--- config.mk ---
export PLATFORM = sky130hd
export DESIGN_NAME = flash_cmd_decoder
export DESIGN_NICKNAME = d
export VERILOG_FILES = /design/src/rtl/fcd_pkg.sv /design/src/rtl/fcd_unlock_seq.sv /design/src/rtl/fcd_mode_ctrl.sv /design/src/rtl/fcd_read_mux.sv /design/src/rtl/flash_cmd_decoder.sv
export SDC_FILE = /design/constraint.sdc
export NUM_CORES = 1
export LEC_CHECK = 0
export BUFFER_PORTS_ARGS = -buffer_cell sky130_fd_sc_hd__buf_2
export CORE_MARGIN = 4
export CORE_UTILIZATION = 40
export DETAILED_ROUTE_END_ITERATION = 8
export PLACE_DENSITY = 0.8
export SLEW_MARGIN = 30
export SYNTH_ARGS = -nofsm -noshare
export SYNTH_HDL_FRONTEND = slang
export SYNTH_SLANG_ARGS = --single-unit
--- constraint.sdc ---
create_clock -name clk -period 1.3 [get_ports clk]
set_input_delay 0.13 -clock clk [delete_from_list [all_inputs] [get_ports clk]]
set_output_delay 0.13 -clock clk [all_outputs]
set_load 0.02 [all_outputs]
--- src/rtl/fcd_pkg.sv ---
package fcd_pkg;

    typedef enum logic [1:0] {
        SEQ_IDLE,
        SEQ_UNLK1,
        SEQ_UNLK2
    } seq_state_t;

    typedef enum logic {
        RD_ARRAY,
        RD_IDENT
    } rd_mode_t;

    typedef enum logic {
        ERS_RUN,
        ERS_HELD
    } ers_state_t;

    localparam logic [7:0] CMD_UNLK_A = 8'hAA;
    localparam logic [7:0] CMD_UNLK_B = 8'h55;
    localparam logic [7:0] CMD_IDENT  = 8'h90;
    localparam logic [7:0] CMD_RESET  = 8'hF0;
    localparam logic [7:0] CMD_SUSP   = 8'hB0;
    localparam logic [7:0] CMD_RESUME = 8'h30;

    localparam logic [11:0] ADR_UNLK_A = 12'h555;
    localparam logic [11:0] ADR_UNLK_B = 12'h2AA;

endpackage

--- src/rtl/fcd_unlock_seq.sv ---
module fcd_unlock_seq
    import fcd_pkg::*;
#(
    parameter int AW = 16
) (
    input  logic          clk,
    input  logic          rst_n,
    input  logic          wr_en,
    input  logic [AW-1:0] wr_addr,
    input  logic [7:0]    wr_data,
    output logic          ident_cmd
);

    localparam logic [AW-1:0] ADDR_A = AW'(ADR_UNLK_A);
    localparam logic [AW-1:0] ADDR_B = AW'(ADR_UNLK_B);

    seq_state_t state_q, state_d;

    logic hit_a, hit_b, hit_id, hit_rst;

    assign hit_a   = (wr_data == CMD_UNLK_A) && (wr_addr == ADDR_A);
    assign hit_b   = (wr_data == CMD_UNLK_B) && (wr_addr == ADDR_B);
    assign hit_id  = (wr_data == CMD_IDENT)  && (wr_addr == ADDR_A);
    assign hit_rst = (wr_data == CMD_RESET);

    always_ff @(posedge clk or negedge rst_n) begin
        if (!rst_n) begin
            state_q <= SEQ_IDLE;
        end else begin
            state_q <= state_d;
        end
    end

    always_comb begin
        state_d = state_q;
        if (wr_en) begin
            if (hit_rst) begin
                state_d = SEQ_IDLE;
            end else begin
                unique case (state_q)
                    SEQ_IDLE:  state_d = hit_a ? SEQ_UNLK1 : SEQ_IDLE;
                    SEQ_UNLK1: state_d = hit_b ? SEQ_UNLK2 : SEQ_IDLE;
                    SEQ_UNLK2: state_d = SEQ_IDLE;
                    default:   state_d = SEQ_IDLE;
                endcase
            end
        end
    end

    always_comb begin
        ident_cmd = 1'b0;
        unique case (state_q)
            SEQ_IDLE:  ident_cmd = 1'b0;
            SEQ_UNLK1: ident_cmd = 1'b0;
            SEQ_UNLK2: ident_cmd = wr_en && hit_id;
            default:   ident_cmd = 1'b0;
        endcase
    end

endmodule

--- src/rtl/fcd_mode_ctrl.sv ---
module fcd_mode_ctrl
    import fcd_pkg::*;
(
    input  logic clk,
    input  logic rst_n,
    input  logic ident_cmd,
    input  logic reset_cmd,
    input  logic susp_cmd,
    input  logic resume_cmd,
    input  logic erase_busy,
    output logic ident_mode,
    output logic erase_suspended
);

    rd_mode_t   rd_q, rd_d;
    ers_state_t ers_q, ers_d;

    always_ff @(posedge clk or negedge rst_n) begin
        if (!rst_n) begin
            rd_q  <= RD_ARRAY;
            ers_q <= ERS_RUN;
        end else begin
            rd_q  <= rd_d;
            ers_q <= ers_d;
        end
    end

    always_comb begin
        rd_d = rd_q;
        unique case (rd_q)
            RD_ARRAY: if (ident_cmd) rd_d = RD_IDENT;
            RD_IDENT: if (reset_cmd) rd_d = RD_ARRAY;
            default:  rd_d = RD_ARRAY;
        endcase
    end

    always_comb begin
        ers_d = ers_q;
        unique case (ers_q)
            ERS_RUN:  if (susp_cmd && erase_busy) ers_d = ERS_HELD;
            ERS_HELD: if (resume_cmd) ers_d = ERS_RUN;
            default:  ers_d = ERS_RUN;
        endcase
    end

    always_comb begin
        ident_mode      = (rd_q == RD_IDENT);
        erase_suspended = (ers_q == ERS_HELD);
    end

endmodule

--- src/rtl/fcd_read_mux.sv ---
module fcd_read_mux #(
    parameter int          AW     = 16,
    parameter int          NSEC   = 8,
    parameter logic [7:0]  MFR_ID = 8'h8C,
    parameter logic [15:0] DEV_ID = 16'h5A49
) (
    input  logic            clk,
    input  logic            rst_n,
    input  logic            rd_en,
    input  logic [AW-1:0]   rd_addr,
    input  logic            ident_mode,
    input  logic [NSEC-1:0] sector_prot,
    input  logic [15:0]     array_rdata,
    output logic [15:0]     rd_data
);

    localparam int SEC_W = (NSEC > 1) ? $clog2(NSEC) : 1;
    localparam int OFS_W = AW - SEC_W;

    logic [SEC_W-1:0] sec_idx;
    logic [OFS_W-1:0] ofs;
    logic             prot_bit;
    logic [15:0]      rd_val;

    assign sec_idx = rd_addr[AW-1 -: SEC_W];
    assign ofs     = rd_addr[OFS_W-1:0];

    generate
        if ((1 << SEC_W) == NSEC) begin : g_pow2
            assign prot_bit = sector_prot[sec_idx];
        end else begin : g_ranged
            always_comb begin
                prot_bit = 1'b0;
                for (int i = 0; i < NSEC; i++) begin
                    if (int'(sec_idx) == i) prot_bit = sector_prot[i];
                end
            end
        end
    endgenerate

    always_comb begin
        if (!ident_mode) begin
            rd_val = array_rdata;
        end else if (ofs == OFS_W'('h0) || ofs == OFS_W'('h4) ||
                     ofs == OFS_W'('h8) || ofs == OFS_W'('hC)) begin
            rd_val = {8'h00, MFR_ID};
        end else if (ofs == OFS_W'('h1)) begin
            rd_val = DEV_ID;
        end else if (ofs == OFS_W'('h2)) begin
            rd_val = {15'h0000, prot_bit};
        end else begin
            rd_val = 16'h0000;
        end
    end

    always_ff @(posedge clk or negedge rst_n) begin
        if (!rst_n) begin
            rd_data <= 16'h0000;
        end else if (rd_en) begin
            rd_data <= rd_val;
        end
    end

endmodule

--- src/rtl/flash_cmd_decoder.sv ---
module flash_cmd_decoder
    import fcd_pkg::*;
#(
    parameter int          AW     = 16,
    parameter int          NSEC   = 8,
    parameter logic [7:0]  MFR_ID = 8'h8C,
    parameter logic [15:0] DEV_ID = 16'h5A49
) (
    input  logic            clk,
    input  logic            rst_n,
    input  logic            wr_en,
    input  logic [AW-1:0]   wr_addr,
    input  logic [7:0]      wr_data,
    input  logic            rd_en,
    input  logic [AW-1:0]   rd_addr,
    input  logic [15:0]     array_rdata,
    input  logic [NSEC-1:0] sector_prot,
    input  logic            erase_busy,
    output logic [15:0]     rd_data,
    output logic            ident_mode,
    output logic            erase_suspended
);

    logic ident_cmd;
    logic reset_cmd;
    logic susp_cmd;
    logic resume_cmd;

    assign reset_cmd  = wr_en && (wr_data == CMD_RESET);
    assign susp_cmd   = wr_en && (wr_data == CMD_SUSP);
    assign resume_cmd = wr_en && (wr_data == CMD_RESUME);

    fcd_unlock_seq #(.AW(AW)) u_seq (
        .clk       (clk),
        .rst_n     (rst_n),
        .wr_en     (wr_en),
        .wr_addr   (wr_addr),
        .wr_data   (wr_data),
        .ident_cmd (ident_cmd)
    );

    fcd_mode_ctrl u_mode (
        .clk             (clk),
        .rst_n           (rst_n),
        .ident_cmd       (ident_cmd),
        .reset_cmd       (reset_cmd),
        .susp_cmd        (susp_cmd),
        .resume_cmd      (resume_cmd),
        .erase_busy      (erase_busy),
        .ident_mode      (ident_mode),
        .erase_suspended (erase_suspended)
    );

    fcd_read_mux #(
        .AW     (AW),
        .NSEC   (NSEC),
        .MFR_ID (MFR_ID),
        .DEV_ID (DEV_ID)
    ) u_rmux (
        .clk         (clk),
        .rst_n       (rst_n),
        .rd_en       (rd_en),
        .rd_addr     (rd_addr),
        .ident_mode  (ident_mode),
        .sector_prot (sector_prot),
        .array_rdata (array_rdata),
        .rd_data     (rd_data)
    );

endmodule

Yosys cells after proc, flatten, opt, wreduce, memory -nomap -nowiden
Cells that the tools add are included.
{ "classes": {"magnitude_cmp": 1, "eq_ne": 15, "mux": 17, "bitwise_logic": 2, "reduce_logical": 13} }
{ "op_table": {"columns": ["cell", "n"], "rows": [
  ["16-bit 2-to-1 mux", 3],
  ["8-bit equality test, second input constant", 4],
  ["13-bit by 4-bit equality test with 1-bit output, second input constant", 2],
  ["16-bit by 10-bit equality test with 1-bit output, second input constant", 1],
  ["16-bit by 11-bit equality test with 1-bit output, second input constant", 1],
  ["13-bit by 1-bit equality test with 1-bit output, second input constant", 1],
  ["13-bit by 2-bit equality test with 1-bit output, second input constant", 1],
  ["13-bit by 3-bit equality test with 1-bit output, second input constant", 1],
  ["13-bit logical NOT", 1],
  ["8-bit by 6-bit equality test with 1-bit output, second input constant", 1],
  ["8-bit by 7-bit equality test with 1-bit output, second input constant", 1],
  ["1-bit logical AND", 8],
  ["1-bit 2-to-1 mux", 8],
  ["3-bit by 4-bit < comparator with 1-bit output, second input constant", 1],
  ["2-bit 2-to-1 mux", 2],
  ["1-bit one-hot mux with 2 select lines", 2],
  ["2-bit one-hot mux with 2 select lines", 1],
  ["1-bit binary-select mux with 3-bit select", 1],
  ["1-bit logical OR", 3],
  ["2-bit by 1-bit equality test with 1-bit output, second input constant", 1],
  ["2-bit equality test, second input constant", 1],
  ["2-bit logical NOT", 1],
  ["1-bit inverter", 2]
]} }
{ "word_totals": {"register_bits": 20, "out_inout_bits": 18, "wordCells": 52} }

Logic depth before layout (Yosys ltp)
Gate-level depths: netlist (run 1).
{ "logic_depth": {"ltp_word": 6, "ltp_mapped": 5, "ltp_nobuf": 5} }

Hierarchy
A second synthesis (run 1) with hierarchy kept.
{ "unflattened": {"hier_cells": 135, "area_unflattened_um2": 1275.0} }
{ "by_module_without_submodules": {"columns": ["module", "instances", "cells_per_inst", "area_per_inst_um2", "seq_area_each_um2"], "rows": [
  ["fcd_read_mux", 1, 98, 888.4, 400.4],
  ["fcd_unlock_seq", 1, 24, 252.7, 50.0],
  ["fcd_mode_ctrl", 1, 6, 77.6, 50.0],
  ["flash_cmd_decoder", 1, 7, 56.3, 0.0]
]} }

Worst setup path before layout (run 1)
No wires, ideal clock.
{ "synth_timing": {"path_kind": "register -> register", "from": "reg u_mode.rd_q (netlist: u_mode.ident_mode)", "to": "reg u_rmux.rd_data[4]", "setup_time_ns": 0.132, "arrival_ns": 1.132, "t_required_ns": 1.168, "setup_slack_ns": 0.036, "stages_incl_launch_ff": 5, "period_less_slack_ns": 1.264, "path_cell_list": "dfrtp_1 > clkbuf_1 > clkbuf_1 > nand3b_1 > o21ai_1"} }
{ "synth_between": {"elab_chain_len": 1} }
{ "synth_rtl": {"columns": ["element", "line", "source"], "rows": [
  ["start: declaration", "fcd_mode_ctrl.sv:15", "rd_mode_t rd_q, rd_d;"],
  ["start signal: assignment", "fcd_mode_ctrl.sv:23", "rd_q <= rd_d;"],
  ["16-bit 2-to-1 mux", "fcd_read_mux.sv:42", "if (!ident_mode) begin"],
  ["end signal: assignment", "fcd_read_mux.sv:60", "rd_data <= rd_val;"],
  ["end: declaration", "fcd_read_mux.sv:14", "output logic [15:0] rd_data"]
]} }
Every way passes these cells.
A chain may end at the register's enable or synchronous reset.

Worst setup path in the final report (run 1)
{ "layout_timing": {"from": "reg u_mode.rd_q (netlist: u_mode.ident_mode)", "to": "out ident_mode"} }
{ "layout_lines": {"columns": ["element", "line", "source"], "rows": [
  ["end: declaration", "flash_cmd_decoder.sv:20", "output logic ident_mode,"]
]} }
No word-level cell between the ends.

==> results.ini, run 1 <==
[setup_path]
path_class = register to output port
path_delay_family = flip-flops
path_depth = 1
critPathCaptureType = output port
cp-endpoint = ident_mode
startpoint_type = register
critPathSlowestCell = dfrtp_1
required_ns = 1.17
cp_slowest_stage_delay_ns = 0.48
crit_chain = buf_2
cp.arrival_ns = 0.99
reg2regPathDepth = 5
crit_path_start = u_mode.ident_mode
rr_endpoint = u_mode.ident_mode
r2r-start = u_seq.state_q[0]
cp_num_buf_inv = 1
critical_path_peak_fanout = 7
r2r_setup_slack_ns = 0.18

[logic_synthesis]
ys_top_cells_by_area = dfrtp_1, o21ai_1, nand3b_1
synth_area_sq_um = 1170
synth_ff_type = dfrtp_1
syn_avg_cell_area_sq_um = 8.97
synth_edf_count = 0
post-synth-top-area-fraction_pct = 42.6
netlist_top_cells_count = dfrtp_1, inv_1, nor2_1, o21ai_1, nand3b_1
synth_largest_area_cell = dfrtp_1
synth_fp_nets = 200
syn-instance-count = 131
async_flop_share_pct = 100
seq_area_frac_synth_pct = 42.6
synth_cell_types = 38
synth_seq_cells = 20
synth_warnings = 0
yosysMostFrequentCell = dfrtp_1

[routing]
drtPass1Iterations = 4
ant_nets = 0
wl_um = 3020
num_vias = 1295
drcViolationCount = 0
detail_route.wl_per_cell_um = 11.9
drt-initial-drc-count = 56
routed_via_density = 5.12

[sta]
drv_slew = 0
worstMarginPinSlew_ns = 0.431
finalCritPeriodShare_pct = 86.0
setup_ws_ns = 0.182
rsz0062_at_grt = no
whs_ns = 0.0444
relSlewSlack_pct = 71.3
hold_violations = 0
min_period_ns = 1.12
finalSetupViolations = 0
max_freq_mhz = 894
skew_ns = 0.00215

[die]
start_util_pct = 42.2
die_w_um = 62.2
fp-row-count = 19
io_pins = 87
dieArea_sq_um = 3870
die_y_um = 62.2
core_area_sq_um = 2780

[clock_network]
clkTransAtPathRegs_ns = 0.11
tritoncts = done
postCtsResizedCells = 0
clk_path_buf_depth = 2
htree_levels = 1
clk_latency_ns = 0.29
clock-sinks = 20
cts_buffers = 3
cts_root_buf = clkbuf_4

[pwr]
power.total_uw = 1400
p_leak_uw = 0.000861
powerDensity_nw_per_um2 = 816
ir_drop_v = 0.000647

[global_route]
grt_usage_pct = 15.5
grt_max_degree = 23
grt_pass1_vias = 1250
overflow = 0
grt_pass1_wl_um = 5100
antenna_found_initial = 0

[run]
cap_violations = 0

[min_path]
holdCritPathClass = input pin to register
hold_depth = 2

[status]
status = finished, final reports clean

[finish]
antenna_cells = 0
drive_gt1_share_pct = 46.4
syn_to_final_growth_pct = 46.4
fill_cells = 262
final_nets = 292

[place]
portBuffers = 86
post-place-ws_ns = -0.0743
dp_hpwl_um = 2600
routabilityCongestion = 0.791

## power breakdown
group	switching, uW	leakage, uW	internal, uW
combinational	195	0.000596	168
sequential	22.5	0.000245	669
clock	179	0.0000210	170
total	396	0.000861	1010
## through the flow
step / TNS (ns) / util (%) / instance area, sq um / cells
floorplan: 0 / - / 1170 / 131
global placement: -0.0941 / 60.2 / 1670 / 248
detailed placement: -0.168 / 60.2 / 1670 / 248
CTS: 0 / 61.9 / 1720 / 253
global route: 0 / 61.9 / 1720 / 253
finish: 0 / 61.9 / 1720 / 253
## how the worst min path moves through the flow
stage | from | endpoint | slack, ns
3_5_place_dp | rst_n | u_rmux.rd_data[14] | 0.1
5_1_grt | wr_en | u_seq.state_q[0] | 0.07
3_3_place_gp | rst_n | u_rmux.rd_data[14] | 0.10
2_1_floorplan | rst_n | u_mode.erase_suspended | -0.17
4_1_cts | wr_en | u_seq.state_q[0] | 0.03
6_report | wr_en | u_seq.state_q[0] | 0.04
## flip-flops by register name, indices dropped and copies added (netlist names)
register,count
u_mode.erase_suspended,1
u_mode.ident_mode,1
u_rmux.rd_data,16
u_seq.state_q,2
## cells in the final DEF, fill, tap and decap left out, types with 2 or more instances in the layout
master,instances
buf_2,86
dfrtp_1,20
inv_1,13
nor2_1,12
o21ai_1,12
nand3b_1,7
nand2_1,6
nand2b_1,6
a31oi_1,6
nand3_1,5
nor3_1,4
buf_4,4
nor2b_1,3
nand4_1,3
clkbuf_4,3
nor4bb_1,2
nor4b_1,2
nor4_1,2
o211ai_1,2
mux2i_1,2
## repair_timing
item                                   4_1_cts  5_1_grt
buffers inserted                             0        0
setup endpoints to repair                    0        0
hold buffers                                 1        0
endpoints found under the hold margin       20        0
## final cells by class
cell class / count / area, sq um / area share (%)
clock buffers: 4 / 36.3 / 2.11
well taps: 31 / 38.8 / 2.25
inverters: 13 / 48.8 / 2.84
flip-flops and latches: 20 / 500 / 29.1
multi-input cells: 93 / 606 / 35.2
repair buffers: 92 / 490 / 28.5
## per-layer routing
layer / vias to the layer above / global-route usage, % / share of wire [%]
met5: - / 0 / 0
met4: 0 / 4.07 / 0.43
met3: 2 / 4.32 / 9.0
met2: 50 / 26.7 / 47
met1: 589 / 18.8 / 43
li1: 654 / - / -
## logic make-up (layout without fill, tap and decap cells)
kind of cell / after synthesis / in the layout / share of synthesized area, %
flip-flops: 20 / 20 / 42.6
multiplexers: 3 / 3 / 2.66
buffers and inverters: 18 / 109 / 5.86
AND/OR/NAND/NOR: 61 / 61 / 32.8
AO/OA/AOI/OAI: 29 / 29 / 16.1
(Power assumes the default switching activity.)
==> run 2, diff against run 1 <==
--- a/config.mk
+++ b/config.mk
@@ -5,7 +5,7 @@
 export SDC_FILE = /design/constraint.sdc
 export NUM_CORES = 1
 export LEC_CHECK = 0
-export BUFFER_PORTS_ARGS = -buffer_cell sky130_fd_sc_hd__buf_2
+export BUFFER_PORTS_ARGS = -buffer_cell sky130_fd_sc_hd__buf_4
 export CORE_MARGIN = 4
 export CORE_UTILIZATION = 40
 export DETAILED_ROUTE_END_ITERATION = 8
==> run 2 against run 1 <==
  * Worst setup slack worse by 0.037 ns
  * Final area increased by 11%
  * Final cell count down 0.40%
  * Register-to-register slack lost 0.04 ns
  * Sequential power increased by 0.6%
  * Die area unchanged
  * Hold slack got worse by 0.018 ns
  * Wire length is 21% higher
  * Clock skew hardly changed
  * Largest cell class is now buffers
  * Largest power group unchanged
==> results.ini, run 2 (synthesis gave the netlist of run 1 again) <==
[routing]
routed_via_density = 5.30
drcViolationCount = 0
detail_route.wl_per_cell_um = 14.5
drtPass1Iterations = 4
wl_um = 3650
num_vias = 1335
ant_nets = 0
drt-initial-drc-count = 83

[setup_path]
critPathSlowestCell = dfrtp_1
required_ns = 1.49
critical_path_peak_fanout = 2
cp-endpoint = u_seq.state_q[1]
r2r-start = u_seq.state_q[0]
reg2regPathDepth = 4
r2r_setup_slack_ns = 0.14
crit_path_start = u_seq.state_q[0]
cp_num_buf_inv = 0
path_delay_family = simple AND/OR/NAND/NOR gates
startpoint_type = register
rr_endpoint = u_seq.state_q[1]
cp.arrival_ns = 1.34
crit_chain = nand2_1 > nor4_1 > nand3_1 > o41ai_1
path_class = register to register
cp_slowest_stage_delay_ns = 0.38
critPathCaptureType = register
path_depth = 4

[clock_network]
clkTransAtPathRegs_ns = 0.11
postCtsResizedCells = 0
cts_root_buf = clkbuf_4
htree_levels = 1
clk_path_buf_depth = 2
tritoncts = done
clock-sinks = 20
clk_latency_ns = 0.29
postCtsHoldBufs = 1
post_cts_buffers = 0
cts_buffers = 3

[sta]
max_freq_mhz = 866
relSlewSlack_pct = 74.6
hold_violations = 0
finalCritPeriodShare_pct = 88.9
worstMarginPinSlew_ns = 0.372
rsz0062_at_grt = no
drv_slew = 0
min_period_ns = 1.16
finalSetupViolations = 0
skew_ns = 0.00185
setup_ws_ns = 0.145
setup_tns_ns = 0

[pwr]
p_leak_uw = 0.000923
power.total_uw = 1490
powerDensity_nw_per_um2 = 779
ir_drop_v = 0.000734

[global_route]
grt_pass1_vias = 1423
grt_pass1_wl_um = 6150
grt_usage_pct = 18.6
antenna_found_initial = 0
grt_max_degree = 34
overflow = 0

[die]
start_util_pct = 42.2
core_area_sq_um = 2780
io_pins = 87
die_y_um = 62.2
die_w_um = 62.2
dieArea_sq_um = 3870
fp-row-count = 19

[place]
portBuffers = 86
post-place-ws_ns = -0.159
routabilityCongestion = 0.822
dp_hpwl_um = 3040
place_inst = 247

[finish]
layout_commonest_cell = buf_4
finalNonFillerCells = 252
largest-register = u_rmux.rd_data
layout_common_cells = buf_4, dfrtp_1, inv_1
antenna_cells = 0
drive_gt1_share_pct = 46.2
syn_to_final_growth_pct = 63.0
largest_reg_flops = 16
top_regs = u_rmux.rd_data x16, u_seq.state_q x2
final_nets = 291

[min_path]
holdCritPathClass = input pin to register
min_from = wr_en

[run]
cap_violations = 0

[status]
status = finished, final reports clean

[run 2: cell count changes in the layout (fill, tap and decap cells not counted), sizes merged]
cell and delta:
buf -1
[run 2: how the worst min path moves through the flow]
stage / cells past startpoint / to / slack (ns)
floorplan: 0 / u_mode.erase_suspended / -0.17
global placement: 1 / u_rmux.rd_data[14] / 0.02
detailed placement: 1 / u_rmux.rd_data[14] / 0.02
CTS: 2 / u_seq.state_q[0] / 0.02
global route: 2 / u_seq.state_q[0] / 0.02
finish: 2 / u_seq.state_q[0] / 0.03
[run 2: layout make-up]
cell class	count	area (sq um)
Timing Repair Buffer	91	686
Inverter	13	48.8
Clock buffer	4	36.3
Fill cell	228	866
Tap cell	31	38.8
Sequential cell	20	500
Multi-Input combinational cell	93	606
[run 2: worst register-to-register path, delay by kind of cell, from the launching register on]
kind	cells	cell delay, ns
DFF	1	0.38
and+or+nand+nor	3	0.41
AOI/OAI and AO/OA	1	0.26
[run 2: stage by stage]
stage | util (%) | instance area (sq um) | hold slack [ns]
final | 68.9 | 1920 | 0.0263
after global routing | 68.9 | 1920 | 0.0164
after floorplan | - | 1170 | -0.166
after CTS | 68.9 | 1920 | 0.0174
after global placement | 67.2 | 1870 | 0.0158
after detailed placement | 67.2 | 1870 | 0.0246
[run 2: where the power goes]
group	total, uW	internal (uW)	switching [uW]
Combinational	448	244	204
Sequential	695	669	26.1
Clock	350	170	180
Total	1490	1080	409
[run 2: layer usage]
metal	up-vias	GRT usage (%)	share of wire, %
met3	4	5.95	8.0
met2	60	33.7	52
li1	654	-	-
met5	-	0	0
met4	0	3.25	0.85
met1	617	21.3	39
